[config.mk]
export PLATFORM = sky130hd
export DESIGN_NAME = ftx_underrun_ctrl
export DESIGN_NICKNAME = d
export VERILOG_FILES = /design/src/rtl/ftx_pkg.sv /design/src/rtl/ftx_bufregs.sv /design/src/rtl/ftx_framer.sv /design/src/rtl/ftx_underrun_ctrl.sv
export SDC_FILE = /design/constraint.sdc
export NUM_CORES = 1
export LEC_CHECK = 0
export ABC_AREA = 1
export CORE_MARGIN = 5
export CORE_UTILIZATION = 55
export CTS_BUF_LIST = sky130_fd_sc_hd__clkbuf_4
export DETAILED_ROUTE_END_ITERATION = 16
export GPL_TIMING_DRIVEN = 0
export PLACE_DENSITY = 0.9
export SYNTH_ARGS = -nofsm -noshare
export SYNTH_HDL_FRONTEND = slang
export SYNTH_SLANG_ARGS = --single-unit
[constraint.sdc]
create_clock -name clk -period 4.9 [get_ports clk]
set_input_delay 0.735 -clock clk [delete_from_list [all_inputs] [get_ports clk]]
set_output_delay 0.735 -clock clk [all_outputs]
set_load 0.05 [all_outputs]
[src/rtl/ftx_pkg.sv]
`timescale 1ns/1ps
// Shared types for the framed transmitter.
// Assumes: a 2-bit register address bus.
package ftx_pkg;
    typedef enum logic [1:0] {
        ST_IDLE  = 2'd0,
        ST_SYNC  = 2'd1,
        ST_SHIFT = 2'd2
    } ftx_state_e;

    localparam logic [1:0] REG_DATA = 2'd0;
    localparam logic [1:0] REG_STAT = 2'd1;
    localparam logic [1:0] REG_FLAG = 2'd2;
endpackage

[src/rtl/ftx_bufregs.sv]
`timescale 1ns/1ps
// Holding buffer, status bits, error flag and the write lockout.
// Assumes: DW >= 2; consume pulses only when buf_valid is high.
module ftx_bufregs #(
    parameter int DW = 8
) (
    input  logic          clk,
    input  logic          rst_n,
    input  logic          bus_wr,
    input  logic          bus_rd,
    input  logic [1:0]    bus_addr,
    input  logic [DW-1:0] bus_wdata,
    output logic [DW-1:0] bus_rdata,
    input  logic          err_ie,
    input  logic          consume,
    input  logic          tur_evt,
    input  logic          len_evt,
    output logic          buf_valid,
    output logic [DW-1:0] buf_data,
    output logic          tur,
    output logic          len_err,
    output logic          err_flag
);
    import ftx_pkg::*;

    logic wr_data, wr_stat, wr_flag, rd_stat, tur_clr, wr_lock;

    assign wr_data = bus_wr && (bus_addr == REG_DATA);
    assign wr_stat = bus_wr && (bus_addr == REG_STAT);
    assign wr_flag = bus_wr && (bus_addr == REG_FLAG);
    assign rd_stat = bus_rd && (bus_addr == REG_STAT);
    assign tur_clr = wr_stat && bus_wdata[0] && tur;

    // Buffer: an accepted write wins; clearing the underrun or a load empties it.
    always_ff @(posedge clk) begin
        if (!rst_n) begin
            buf_valid <= 1'b0;
            buf_data  <= '0;
        end else if (wr_data && !wr_lock) begin
            buf_valid <= 1'b1;
            buf_data  <= bus_wdata;
        end else if (tur_clr || consume) begin
            buf_valid <= 1'b0;
        end
    end

    // Lockout: armed by an underrun clear, released by a status read showing it clear.
    always_ff @(posedge clk) begin
        if (!rst_n)                 wr_lock <= 1'b0;
        else if (tur_clr)           wr_lock <= 1'b1;
        else if (rd_stat && !tur)   wr_lock <= 1'b0;
    end

    // Sticky status bits; a new event takes priority over a clear in the same cycle.
    always_ff @(posedge clk) begin
        if (!rst_n) begin
            tur     <= 1'b0;
            len_err <= 1'b0;
        end else begin
            if (tur_evt)                        tur <= 1'b1;
            else if (wr_stat && bus_wdata[0])   tur <= 1'b0;
            if (len_evt)                        len_err <= 1'b1;
            else if (wr_stat && bus_wdata[1])   len_err <= 1'b0;
        end
    end

    // Error flag, set only while enabled.
    always_ff @(posedge clk) begin
        if (!rst_n)                                   err_flag <= 1'b0;
        else if ((tur_evt || len_evt) && err_ie)      err_flag <= 1'b1;
        else if (wr_flag && bus_wdata[0])             err_flag <= 1'b0;
    end

    // Read mux.
    always_comb begin
        case (bus_addr)
            REG_STAT: bus_rdata = {{(DW-2){1'b0}}, len_err, tur};
            REG_FLAG: bus_rdata = {{(DW-1){1'b0}}, err_flag};
            default:  bus_rdata = '0;
        endcase
    end

    AST_TUR_RAISES_IRQ: assert property (@(posedge clk) disable iff (!rst_n)
        (tur_evt && err_ie) |=> (err_flag && tur));
    AST_CLEAR_FLUSHES: assert property (@(posedge clk) disable iff (!rst_n)
        tur_clr |=> !buf_valid);
    AST_LOCKED_WRITE_DROPPED: assert property (@(posedge clk) disable iff (!rst_n)
        (wr_lock && wr_data) |=> $stable(buf_data));
    AST_LEN_ERR_SET: assert property (@(posedge clk) disable iff (!rst_n)
        len_evt |=> len_err);
endmodule

[src/rtl/ftx_framer.sv]
`timescale 1ns/1ps
// Frame sequencer and shifter. Loads one word at each word boundary, or
// forces zeros when the buffer is empty or a blocking underrun is pending.
// Assumes: host_mode and ign_tur are stable while a frame is in progress.
module ftx_framer #(
    parameter int FLEN        = 8,
    parameter int FRAME_WORDS = 2
) (
    input  logic            clk,
    input  logic            rst_n,
    input  logic            bit_en,
    input  logic            host_mode,
    input  logic            ign_tur,
    input  logic            fs_in,
    input  logic            buf_valid,
    input  logic [FLEN-1:0] buf_data,
    input  logic            tur,
    output logic            consume,
    output logic            tur_evt,
    output logic            len_evt,
    output logic            fs_out,
    output logic            sdo
);
    import ftx_pkg::*;

    localparam int CW  = (FLEN > 1) ? $clog2(FLEN) : 1;
    localparam int WCW = (FRAME_WORDS > 1) ? $clog2(FRAME_WORDS) : 1;

    ftx_state_e      state;
    logic [CW-1:0]   bit_cnt;
    logic [WCW-1:0]  word_cnt;
    logic [FLEN-1:0] shreg;
    logic            zero_mode;

    logic last_bit, last_word, frame_end, host_go, cli_start;
    logic start, next_word, load, force_zero;

    // Frame boundary and load decisions.
    always_comb begin
        last_bit   = (bit_cnt == CW'(FLEN-1));
        last_word  = (word_cnt == WCW'(FRAME_WORDS-1));
        frame_end  = (state == ST_SHIFT) && last_bit && last_word;
        host_go    = host_mode && buf_valid && (ign_tur || !tur);
        cli_start  = !host_mode && fs_in && ((state != ST_SHIFT) || frame_end);
        start      = bit_en && ((state == ST_SYNC) || cli_start);
        next_word  = bit_en && (state == ST_SHIFT) && last_bit && !last_word;
        load       = start || next_word;
        force_zero = start ? (!host_mode && tur && !ign_tur) : zero_mode;
        consume    = load && !force_zero && buf_valid;
        tur_evt    = load && !force_zero && !buf_valid;
        len_evt    = bit_en && !host_mode && fs_in && (state == ST_SHIFT) && !frame_end;
    end

    // Sequencer and shift register, advanced once per bit strobe.
    always_ff @(posedge clk) begin
        if (!rst_n) begin
            state     <= ST_IDLE;
            bit_cnt   <= '0;
            word_cnt  <= '0;
            shreg     <= '0;
            zero_mode <= 1'b0;
        end else if (bit_en) begin
            if (load) begin
                shreg     <= consume ? buf_data : '0;
                zero_mode <= !consume;
                bit_cnt   <= '0;
                word_cnt  <= start ? '0 : word_cnt + 1'b1;
                state     <= ST_SHIFT;
            end else begin
                case (state)
                    ST_IDLE:  if (host_go) state <= ST_SYNC;
                    ST_SHIFT: begin
                        if (frame_end) begin
                            state <= ST_IDLE;
                        end else begin
                            bit_cnt <= bit_cnt + 1'b1;
                            shreg   <= {shreg[FLEN-2:0], 1'b0};
                        end
                    end
                    default:  state <= ST_IDLE;
                endcase
            end
        end
    end

    assign fs_out = (state == ST_SYNC);
    assign sdo    = (state == ST_SHIFT) && shreg[FLEN-1];

    AST_SYNC_ONE_BIT: assert property (@(posedge clk) disable iff (!rst_n)
        (fs_out && bit_en) |=> !fs_out);
    AST_ZERO_WHILE_UNDERRUN: assert property (@(posedge clk) disable iff (!rst_n)
        ((state == ST_SHIFT) && zero_mode) |-> !sdo);
    AST_HOST_HOLDS_OFF: assert property (@(posedge clk) disable iff (!rst_n)
        (host_mode && tur && !ign_tur && (state == ST_IDLE)) |=> (state != ST_SYNC));
endmodule

[src/rtl/ftx_underrun_ctrl.sv]
`timescale 1ns/1ps
// Top: framed serial transmitter with underrun and frame-length error policy.
// Assumes: bus strobes are single-cycle and never both high.
module ftx_underrun_ctrl #(
    parameter int FLEN        = 8,
    parameter int FRAME_WORDS = 2
) (
    input  logic            clk,
    input  logic            rst_n,
    input  logic            bit_en,
    input  logic            host_mode,
    input  logic            ign_tur,
    input  logic            err_ie,
    input  logic            fs_in,
    input  logic            bus_wr,
    input  logic            bus_rd,
    input  logic [1:0]      bus_addr,
    input  logic [FLEN-1:0] bus_wdata,
    output logic [FLEN-1:0] bus_rdata,
    output logic            fs_out,
    output logic            sdo,
    output logic            err_irq
);
    logic            consume, tur_evt, len_evt, buf_valid, tur, len_err;
    logic [FLEN-1:0] buf_data;

    ftx_bufregs #(.DW(FLEN)) u_regs (
        .clk(clk), .rst_n(rst_n), .bus_wr(bus_wr), .bus_rd(bus_rd),
        .bus_addr(bus_addr), .bus_wdata(bus_wdata), .bus_rdata(bus_rdata),
        .err_ie(err_ie), .consume(consume), .tur_evt(tur_evt), .len_evt(len_evt),
        .buf_valid(buf_valid), .buf_data(buf_data), .tur(tur),
        .len_err(len_err), .err_flag(err_irq)
    );

    ftx_framer #(.FLEN(FLEN), .FRAME_WORDS(FRAME_WORDS)) u_framer (
        .clk(clk), .rst_n(rst_n), .bit_en(bit_en), .host_mode(host_mode),
        .ign_tur(ign_tur), .fs_in(fs_in), .buf_valid(buf_valid),
        .buf_data(buf_data), .tur(tur), .consume(consume), .tur_evt(tur_evt),
        .len_evt(len_evt), .fs_out(fs_out), .sdo(sdo)
    );
endmodule

## Yosys cells after proc, flatten, opt, wreduce, memory -nomap -nowiden

Index checks and enable logic that the tools add are counted.

| storage, ports and cells | value |
|---|---|
| register bits | 28 |
| word-level logic and storage cells | 103 |
| output and inout bits | 11 |

| operators by class | value |
|---|---|
| equality and inequality tests | 9 |
| mux-type cells | 24 |
| reduce and logical (&&, ||, !) cells | 57 |
| add/sub/neg operators | 2 |

Operator list:

| cell | number |
|---|---|
| $mux 8 | 4 |
| $logic_and 1x1->1 | 31 |
| $mux 1 | 12 |
| $reduce_bool 2->1 | 6 |
| $logic_not 1->1 | 9 |
| $mux 3 | 3 |
| $pmux 2 s2 | 2 |
| $logic_or 1x1->1 | 6 |
| $mux 2 | 3 |
| $ne 3x1->1 const B | 2 |
| $reduce_and 3->1 | 2 |
| $eq 2x1->1 const B | 2 |
| $eq 2x2->1 const B | 2 |
| $logic_not 2->1 | 2 |
| $ne 2x2->1 const B | 2 |
| $add 3x1->3 const B | 1 |
| $eq 3x3->1 const B | 1 |
| $reduce_and 2->1 | 1 |
| $add 1x1->1 const B | 1 |

## Logic depth before layout (Yosys ltp)

Gate-level depths: netlist of the first run.

| depth | value |
|---|---|
| depth in word-level cells | 14 |
| gate-level depth with buffers | 11 |
| mapped depth without buffers | 11 |

## By module

A second synthesis of the first run with hierarchy kept.

| second synthesis, totals | value |
|---|---|
| cell total of the unflattened synthesis | 185 |
| area, all modules | 1,410.1 µm² |

By module, submodules not included:

| module | cells each | times used | area each (µm²) |
|---|---|---|---|
| ftx_framer | 109 | 1 | 820.8 |
| ftx_bufregs | 76 | 1 | 589.3 |

## Least setup slack after synthesis of the first run

OpenSTA, ideal clock, no wires.

| timing | value |
|---|---|
| path type | input to output |
| from | input port bus_addr[1] |
| to | output port bus_rdata[0] |
| data arrival time | 2,214 ps |
| path buffers | 0 |
| data required time | 4,165 ps |
| stages on the path | 4 |
| slack | 1,951 ps |
| cells stage by stage | inv_1 ha_1 nand2_1 a21boi_0 |

| on the way | value |
|---|---|
| cells in the longest elaborated chain, start to end | 2 |
| elaborated cells between the ends (all ways) | 3 |
| those cells by class | eq/ne: 2; mux: 1 |

Ends and longest elaborated chain:

| what | line | source |
|---|---|---|
| start, declared | ftx_underrun_ctrl.sv:17 | `input logic [1:0] bus_addr,` |
| $eq 2x2->1 / $eq 2x1->1 (equally long branches) | ftx_bufregs.sv:76 | `case (bus_addr)` |
| $pmux 2 s2 (*) | ftx_bufregs.sv:76 |  |
| end, declared | ftx_underrun_ctrl.sv:19 | `output logic [FLEN-1:0] bus_rdata,` |

Mark *: on every way between the ends. The rest lies on a longest branch, timed or not.

## Final worst setup path of the first run

Ends and elaborated chain as after synthesis.

==> results.tsv, run 1 <==
stage	metric	value	unit
grt	aggregate global routing overflow	0	
layout	multi-input combinational cell area	704	µm²
layout	fin util	0.700	
sta	worst-margin pin slew	497	ps
min_path	Hold Path Class	register to register	
die	row count	18	
synthesis	register area share after synthesis	0.408	
synthesis	syn_area_per_cell	7.35	µm²
setup_path	critical path type	primary input to output port	
detailed_routing	drt drc	0	
setup_path	CP endpoint	bus_rdata[0]	
sta	Post-Route Setup TNS	0	ps
layout	nets	243	
setup_path	Req. time, crit path	4160	ps
synthesis	Post-Synth XOR/XNOR Area	0	
power	Overall Power	507	µW
synthesis	proportion of synthesized area in mux cells	0	
sta	Final min period	3300	ps
grt	first-pass GRT wire length	5.07	mm
cts	Post-CTS Setup Bufs	0	
detailed_routing	vias	1290	
placement	GP Congestion	0.790	
die	Die Wd	60.0	µm
cts	hold buffers post-CTS	0	
detailed_routing	drt wl/cell	12.1	µm
grt	GRT Total Usage	0.180	
layout	fin cells	248	
setup_path	r2r endpoint	u_framer.shreg[1]$_SDFFE_PN0P_	
die	die height	60.0	µm
synthesis	adder-cell share of the synthesized area	0.0455	
die	# IOs	30	
setup_path	worst stage delay on the critical path	830	ps
layout	n_diodes	0	
cts	clock latency on the worst-skew pair	330	ps
cts	Resized cells post-CTS	0	
placement	I/O Buffers	22	
sta	Slew Viols, Final	0	
power	IR drop worst, VDD	0.227	mV
sta	final setup violation count	0	
power	Leak	0.000751	µW
synthesis	post-synthesis compound-gate area fraction	0.169	
layout	synth-to-layout area growth	24.0	%
cts	TritonCTS clock tree	done	
cts	clk sink count	28	
sta	crit share post-route	0.674	
die	Placeable Area	2430	µm²
setup_path	Top cell by count, worst path	clkdlybuf4s50_1	
detailed_routing	drt via density	5.20	
setup_path	slack of the worst reg-to-reg path	2920	ps
placement	Post-DP HPWL	2.21	mm
layout	most frequent cells in the layout	nand2_1 (32), dfxtp_1 (28), o21ai_0 (25), nor2_1 (24), clkdlybuf4s50_1 (22)	
detailed_routing	Final Routed Wirelength	3.00	mm
setup_path	R2R depth	10	
sta	fmax	0.303	GHz
cts	htree depth	1	
setup_path	crit start category	primary input	
setup_path	CP max stage cell	clkdlybuf4s50_1	
layout	leading cell type in the layout, fill and taps excluded	nand2_1	
layout	layout cells sized above 1	0.0963	
setup_path	CP arrival	2570	ps
placement	Post-Place Cells	244	
flow_run	max-capacitance violation count	0	
setup_path	Worst path depth	6	
min_path	min-delay src	u_regs.buf_data[5]$_SDFFE_PN0P_	
synthesis	Syn. warnings	0	
detailed_routing	TritonRoute pass-1 iters	4	
cts	root buf cell	clkbuf_4	
setup_path	crit-path cells	clkdlybuf4s50_1 > inv_1 > ha_1 > nand2_1 > a21boi_0 > clkdlybuf4s50_1	
grt	largest net degree at the start of global routing	17	
setup_path	Crit Path Max Fanout	6	
setup_path	r2r startpoint	u_framer.bit_cnt[0]$_SDFFE_PN0P_	
sta	Hold Vio Cnt, Final	0	
synthesis	Post-Synthesis Cells	187	
detailed_routing	initial drt markers	36	
run_status	status	completed	
setup_path	Worst Setup SP	bus_addr[1]	
cts	maximum clock path buffer count	2	
die	Initial Util	0.565	
sta	Fin Clk Skew	7.92	ps
sta	hold slack final	478	ps
synthesis	Cell Area, Synth	1370	µm²
die	Die ar.	3600	µm²
cts	TritonCTS Buffers	3	
synthesis	post-synth cell types	23	
synthesis	largest family of logic cells by synthesized area	simple AND/OR/NAND/NOR gates	
layout	Reg area	561	µm²
grt	vias in the first global route	1243	
cts	Clock Pin Slew Worst Setup and Hold Paths	160	ps
setup_path	Critical Path End Type	output port	
synthesis	simple-gate area share of the yosys netlist	0.281	
grt	initial antenna violation count	0	
layout	Filler cells	197	
detailed_routing	Detail Route Antenna Nets	0	
synthesis	#FFs+latches synth	28	
sta	Max-slew headroom	0.667	
setup_path	cell family with most CP delay	buffers and inverters	
setup_path	Buffers & Inverters on Critical Path	3	
power	Pwr Density	298	nW/µm²
sta	RSZ-0062 raised after global routing	false	
power breakdown:
part / total [µW] / internal, µW / switching (µW) / leakage (µW)
Combinational: 101 / 37.9 / 63.6 / 0.000495
Sequential: 253 / 243 / 9.37 / 0.000228
Clock: 153 / 82.8 / 69.8 / 0.0000279
Total: 507 / 364 / 143 / 0.000751
per-stage QoR:
step,area [µm²],setup slack [ps]
6_report,1700,1600
5_1_grt,1700,1480
4_1_cts,1700,1580
3_5_place_dp,1650,1600
3_3_place_gp,1650,1610
2_1_floorplan,1390,1950
cell usage after synthesis:
| master | n | area (µm²) |
|---|---|---|
| conb_1 | 1 | 3.75 |
| a21oi_1 | 20 | 100 |
| nand4_1 | 2 | 12.5 |
| nand2_2 | 2 | 12.5 |
| clkinv_1 | 2 | 7.51 |
| inv_2 | 2 | 7.51 |
| inv_1 | 16 | 60.1 |
| nor2_8 | 1 | 20.0 |
| nor3_4 | 1 | 16.3 |
| clkbuf_1 | 1 | 3.75 |
| and3_1 | 1 | 6.26 |
| nand3_1 | 9 | 45.0 |
| nor3_1 | 2 | 10.0 |
| ha_1 | 5 | 62.6 |
| dfxtp_1 | 28 | 561 |
| nand3_4 | 2 | 35.0 |
| a21boi_0 | 1 | 7.51 |
| nand2_1 | 32 | 120 |
| nor2_2 | 3 | 18.8 |
| buf_1 | 1 | 3.75 |
| o21ai_0 | 25 | 125 |
| nor2_1 | 24 | 90.1 |
| buf_4 | 6 | 45.0 |
worst reg2reg max path, cell delays in order (launching register included):
cell	delay [ps]
dfxtp_1	360
ha_1	200
ha_1	190
nand2_1	70
nand3_1	130
nand2_2	160
nand3_4	150
nor2_2	190
inv_1	140
o21ai_0	220
a21oi_1	60
registers in the layout, summed over array words and instances, names as in the netlist:
register / count
u_framer.shreg: 8
u_regs.buf_data: 8
u_framer.bit_cnt: 3
u_framer.state: 2
u_framer.last_word: 1
u_framer.zero_mode: 1
u_regs.buf_valid: 1
u_regs.err_flag: 1
u_regs.len_err: 1
u_regs.tur: 1
u_regs.wr_lock: 1
cell type report:
type / instances / area share
clock inverter: 1 / 0.0176
buffer: 8 / 0.0309
sequential: 28 / 0.329
multi-input combinational: 136 / 0.414
clock buffer: 3 / 0.0132
timing repair buffer: 22 / 0.129
inverter: 20 / 0.0441
tap: 30 / 0.0220
worst min path at each step:
stage / slack (ps) / end / cells past startpoint
final: 480 / u_framer.shreg[5]$_SDFFE_PN0P_ / 2
after global routing: 490 / u_framer.shreg[0]$_SDFFE_PN0P_ / 2
after CTS: 470 / u_framer.shreg[5]$_SDFFE_PN0P_ / 2
after detailed placement: 450 / u_framer.shreg[0]$_SDFFE_PN0P_ / 2
after global placement: 450 / u_framer.bit_cnt[0]$_SDFFE_PN0P_ / 1
after floorplan: 430 / u_framer.bit_cnt[0]$_SDFFE_PN0P_ / 1
cell families after synthesis:
group,Yosys count
compound gates,46
fa+ha+maj,5
buf+inv,28
flops,28
other cells,1
simple gates,79
routing by layer:
| metal | part of all wire | wire (µm) | track usage | vias to the layer above |
|---|---|---|---|---|
| met5 | 0 | 0 | 0 | - |
| met4 | 0.012 | 35 | 0.0601 | 0 |
| met3 | 0.049 | 147 | 0.0281 | 5 |
| met2 | 0.49 | 1460 | 0.312 | 35 |
| met1 | 0.45 | 1360 | 0.224 | 588 |
| li1 | - | - | - | 662 |
Note: power is estimated with default switching activity, not from simulation.
==> run 2: changes to the inputs <==
--- a/config.mk
+++ b/config.mk
@@ -7,11 +7,11 @@
 export LEC_CHECK = 0
 export ABC_AREA = 1
 export CORE_MARGIN = 5
-export CORE_UTILIZATION = 55
+export CORE_UTILIZATION = 52
 export CTS_BUF_LIST = sky130_fd_sc_hd__clkbuf_4
 export DETAILED_ROUTE_END_ITERATION = 16
 export GPL_TIMING_DRIVEN = 0
-export PLACE_DENSITY = 0.9
+export PLACE_DENSITY = 0.86
 export SYNTH_ARGS = -nofsm -noshare
 export SYNTH_HDL_FRONTEND = slang
 export SYNTH_SLANG_ARGS = --single-unit
==> constraint.sdc (replaced) <==
create_clock -name clk -period 3.3 [get_ports clk]
set_input_delay 0.495 -clock clk [delete_from_list [all_inputs] [get_ports clk]]
set_output_delay 0.495 -clock clk [all_outputs]
set_load 0.05 [all_outputs]
==> results.tsv, run 2 (same netlist as run 1, synthesis figures left out) <==
stage	metric	value	unit
power	P_int	540	µW
die	Die ar.	3770	µm²
placement	Post-DP HPWL	2.10	mm
power	Switch Pwr	208	µW
cts	clock latency on the worst-skew pair	340	ps
power	IR drop worst, VDD	0.380	mV
layout	most frequent cells in the layout	nand2_1 (32), dfxtp_1 (28), o21ai_0 (25), nor2_1 (24), clkdlybuf4s50_1 (22)	
layout	leading cell type in the layout, fill and taps excluded	nand2_1	
power	clock share of power	0.302	
grt	aggregate global routing overflow	0	
power	Comb power frac	0.198	
cts	Resized cells post-CTS	0	
placement	I/O Buffers	22	
cts	hold buffers post-CTS	0	
setup_path	Req. time, crit path	2800	ps
detailed_routing	Detail Route Antenna Nets	0	
layout	layout cells sized above 1	0.0963	
flow_run	max-capacitance violation count	0	
setup_path	crit start category	primary input	
detailed_routing	drt drc	0	
detailed_routing	initial drt markers	28	
grt	initial antenna violation count	0	
die	# IOs	30	
cts	Clock Pin Slew Worst Setup and Hold Paths	160	ps
die	die height	61.4	µm
layout	fin util	0.681	
setup_path	Critical Path End Type	output port	
min_path	Hold Path Class	register to register	
sta	final setup violation count	0	
cts	TritonCTS Buffers	3	
cts	htree depth	1	
layout	Top Registers	u_framer.shreg x8, u_regs.buf_data x8, u_framer.bit_cnt x3	
layout	n_diodes	0	
setup_path	critical path type	primary input to output port	
die	Die Wd	61.4	µm
setup_path	CP arrival	2310	ps
layout	synth-to-layout area growth	24.0	%
cts	TritonCTS clock tree	done	
setup_path	Buffers & Inverters on Critical Path	3	
grt	largest net degree at the start of global routing	17	
setup_path	Top cell by count, worst path	clkdlybuf4s50_1	
power	Overall Power	748	µW
setup_path	crit-path cells	clkdlybuf4s50_1 > inv_1 > ha_1 > nand2_1 > a21boi_0 > clkdlybuf4s50_1	
detailed_routing	TritonRoute pass-1 iters	4	
sta	hold slack final	470	ps
run_status	status	completed	
power	Switching Share	0.277	
sta	fmax	0.357	GHz
sta	Fin Clk Skew	13.7	ps
setup_path	CP max stage cell	clkdlybuf4s50_1	
sta	Final min period	2800	ps
cts	Post-CTS Setup Bufs	0	
setup_path	slack of the worst reg-to-reg path	1390	ps
detailed_routing	Final Routed Wirelength	2.69	mm
layout	Filler cells	214	
setup_path	cell family with most CP delay	buffers and inverters	
die	Placeable Area	2500	µm²
power	Pwr Density	439	nW/µm²
die	row count	18	
layout	nets	243	
detailed_routing	drt via density	5.07	
detailed_routing	drt wl/cell	10.9	µm
placement	GP Congestion	0.788	
sta	Slew Viols, Final	0	
cts	maximum clock path buffer count	2	
sta	Hold Vio Cnt, Final	0	
grt	GRT Total Usage	0.157	
setup_path	worst stage delay on the critical path	820	ps
setup_path	Crit Path Max Fanout	6	
die	Initial Util	0.550	
grt	vias in the first global route	1121	
sta	RSZ-0062 raised after global routing	false	
power	Leak	0.000751	µW
grt	first-pass GRT wire length	4.54	mm
power	share of power burned in registers	0.500	
cts	root buf cell	clkbuf_4	
cts	clk sink count	28	
sta	Post-Route Setup TNS	0	ps
sta	crit share post-route	0.849	
detailed_routing	vias	1257	
[run 2: cell counts in the layout (fill, tap and decap cells not counted)]
Identical to the previous run, type by type.
[run 2: power by group through the flow]
| stage | registers, µW | clock network (µW) | logic [µW] |
|---|---|---|---|
| 6_report | 374 | 226 | 148 |
| 5_1_grt | 377 | 241 | 164 |
| 3_5_place_dp | 381 | 0 | 147 |
| 4_1_cts | 374 | 231 | 148 |
| 2_1_floorplan | 381 | 0 | 101 |
| 3_3_place_gp | 381 | 0 | 145 |
[run 2: path summary, 6_finish.rpt]
| check | start | to | depth (start not counted) |
|---|---|---|---|
| hold reg to reg | u_regs.buf_data[0]$_SDFFE_PN0P_ | u_framer.shreg[0]$_SDFFE_PN0P_ | 2 |
| setup reg to reg | u_framer.bit_cnt[0]$_SDFFE_PN0P_ | u_framer.shreg[3]$_SDFFE_PN0P_ | 10 |
| setup / recovery | bus_addr[1] | bus_rdata[0] | 6 |
| hold / removal | u_regs.buf_data[0]$_SDFFE_PN0P_ | u_framer.shreg[0]$_SDFFE_PN0P_ | 2 |
[run 2: final cells by class]
type,count,area [µm²],share of cell area
timing repair buffer,22,220,0.129
sequential,28,561,0.329
multi-input combinational,136,704,0.414
clock inverter,1,30.0,0.0176
buffer,8,52.6,0.0309
inverter,20,75.1,0.0441
clock buffer,3,22.5,0.0132
tap,30,37.5,0.0220
[run 2: worst reg2reg max path, delay by kind of cell (launching register included)]
kind	cells	cell delay, ps
buf+inv	1	140
fa+ha+maj	2	380
compound gates	2	240
simple gates	5	670
flops	1	360
[run 2: metal layers]
metal / routed length, µm / GRT usage / vias to the layer above
met5: 0 / 0 / -
met4: 31 / 0.0545 / 0
met3: 110 / 0.0252 / 3
met2: 1280 / 0.270 / 23
met1: 1260 / 0.200 / 570
li1: - / - / 661
[run 2: through the flow]
stage / instance area [µm²] / instances / worst slack, ps
2_1_floorplan: 1390 / 192 / 831
3_3_place_gp: 1650 / 244 / 489
3_5_place_dp: 1650 / 244 / 507
4_1_cts: 1700 / 248 / 488
5_1_grt: 1700 / 248 / 410
6_report: 1700 / 248 / 497
==> run 3: changes to the inputs <==
==> constraint.sdc (replaced) <==
create_clock -name clk -period 2.9 [get_ports clk]
set_input_delay 0.435 -clock clk [delete_from_list [all_inputs] [get_ports clk]]
set_output_delay 0.435 -clock clk [all_outputs]
set_load 0.05 [all_outputs]
==> results of run 3 <==
The final DEF is identical to that of run 2. Status: completed.
Among the figures that moved: setup slack after placement 507 ps -> 227 ps; setup slack after layout 497 ps -> 217 ps; hold slack 470 ps -> 461 ps; register-to-register setup slack 1390 ps -> 990 ps; end point of the worst hold path u_framer.shreg[0]$_SDFFE_PN0P_ -> u_framer.bit_cnt[0]$_SDFFE_PN0P_; total power 748 µW -> 851 µW; worst IR drop on VDD 0.380 mV -> 0.432 mV
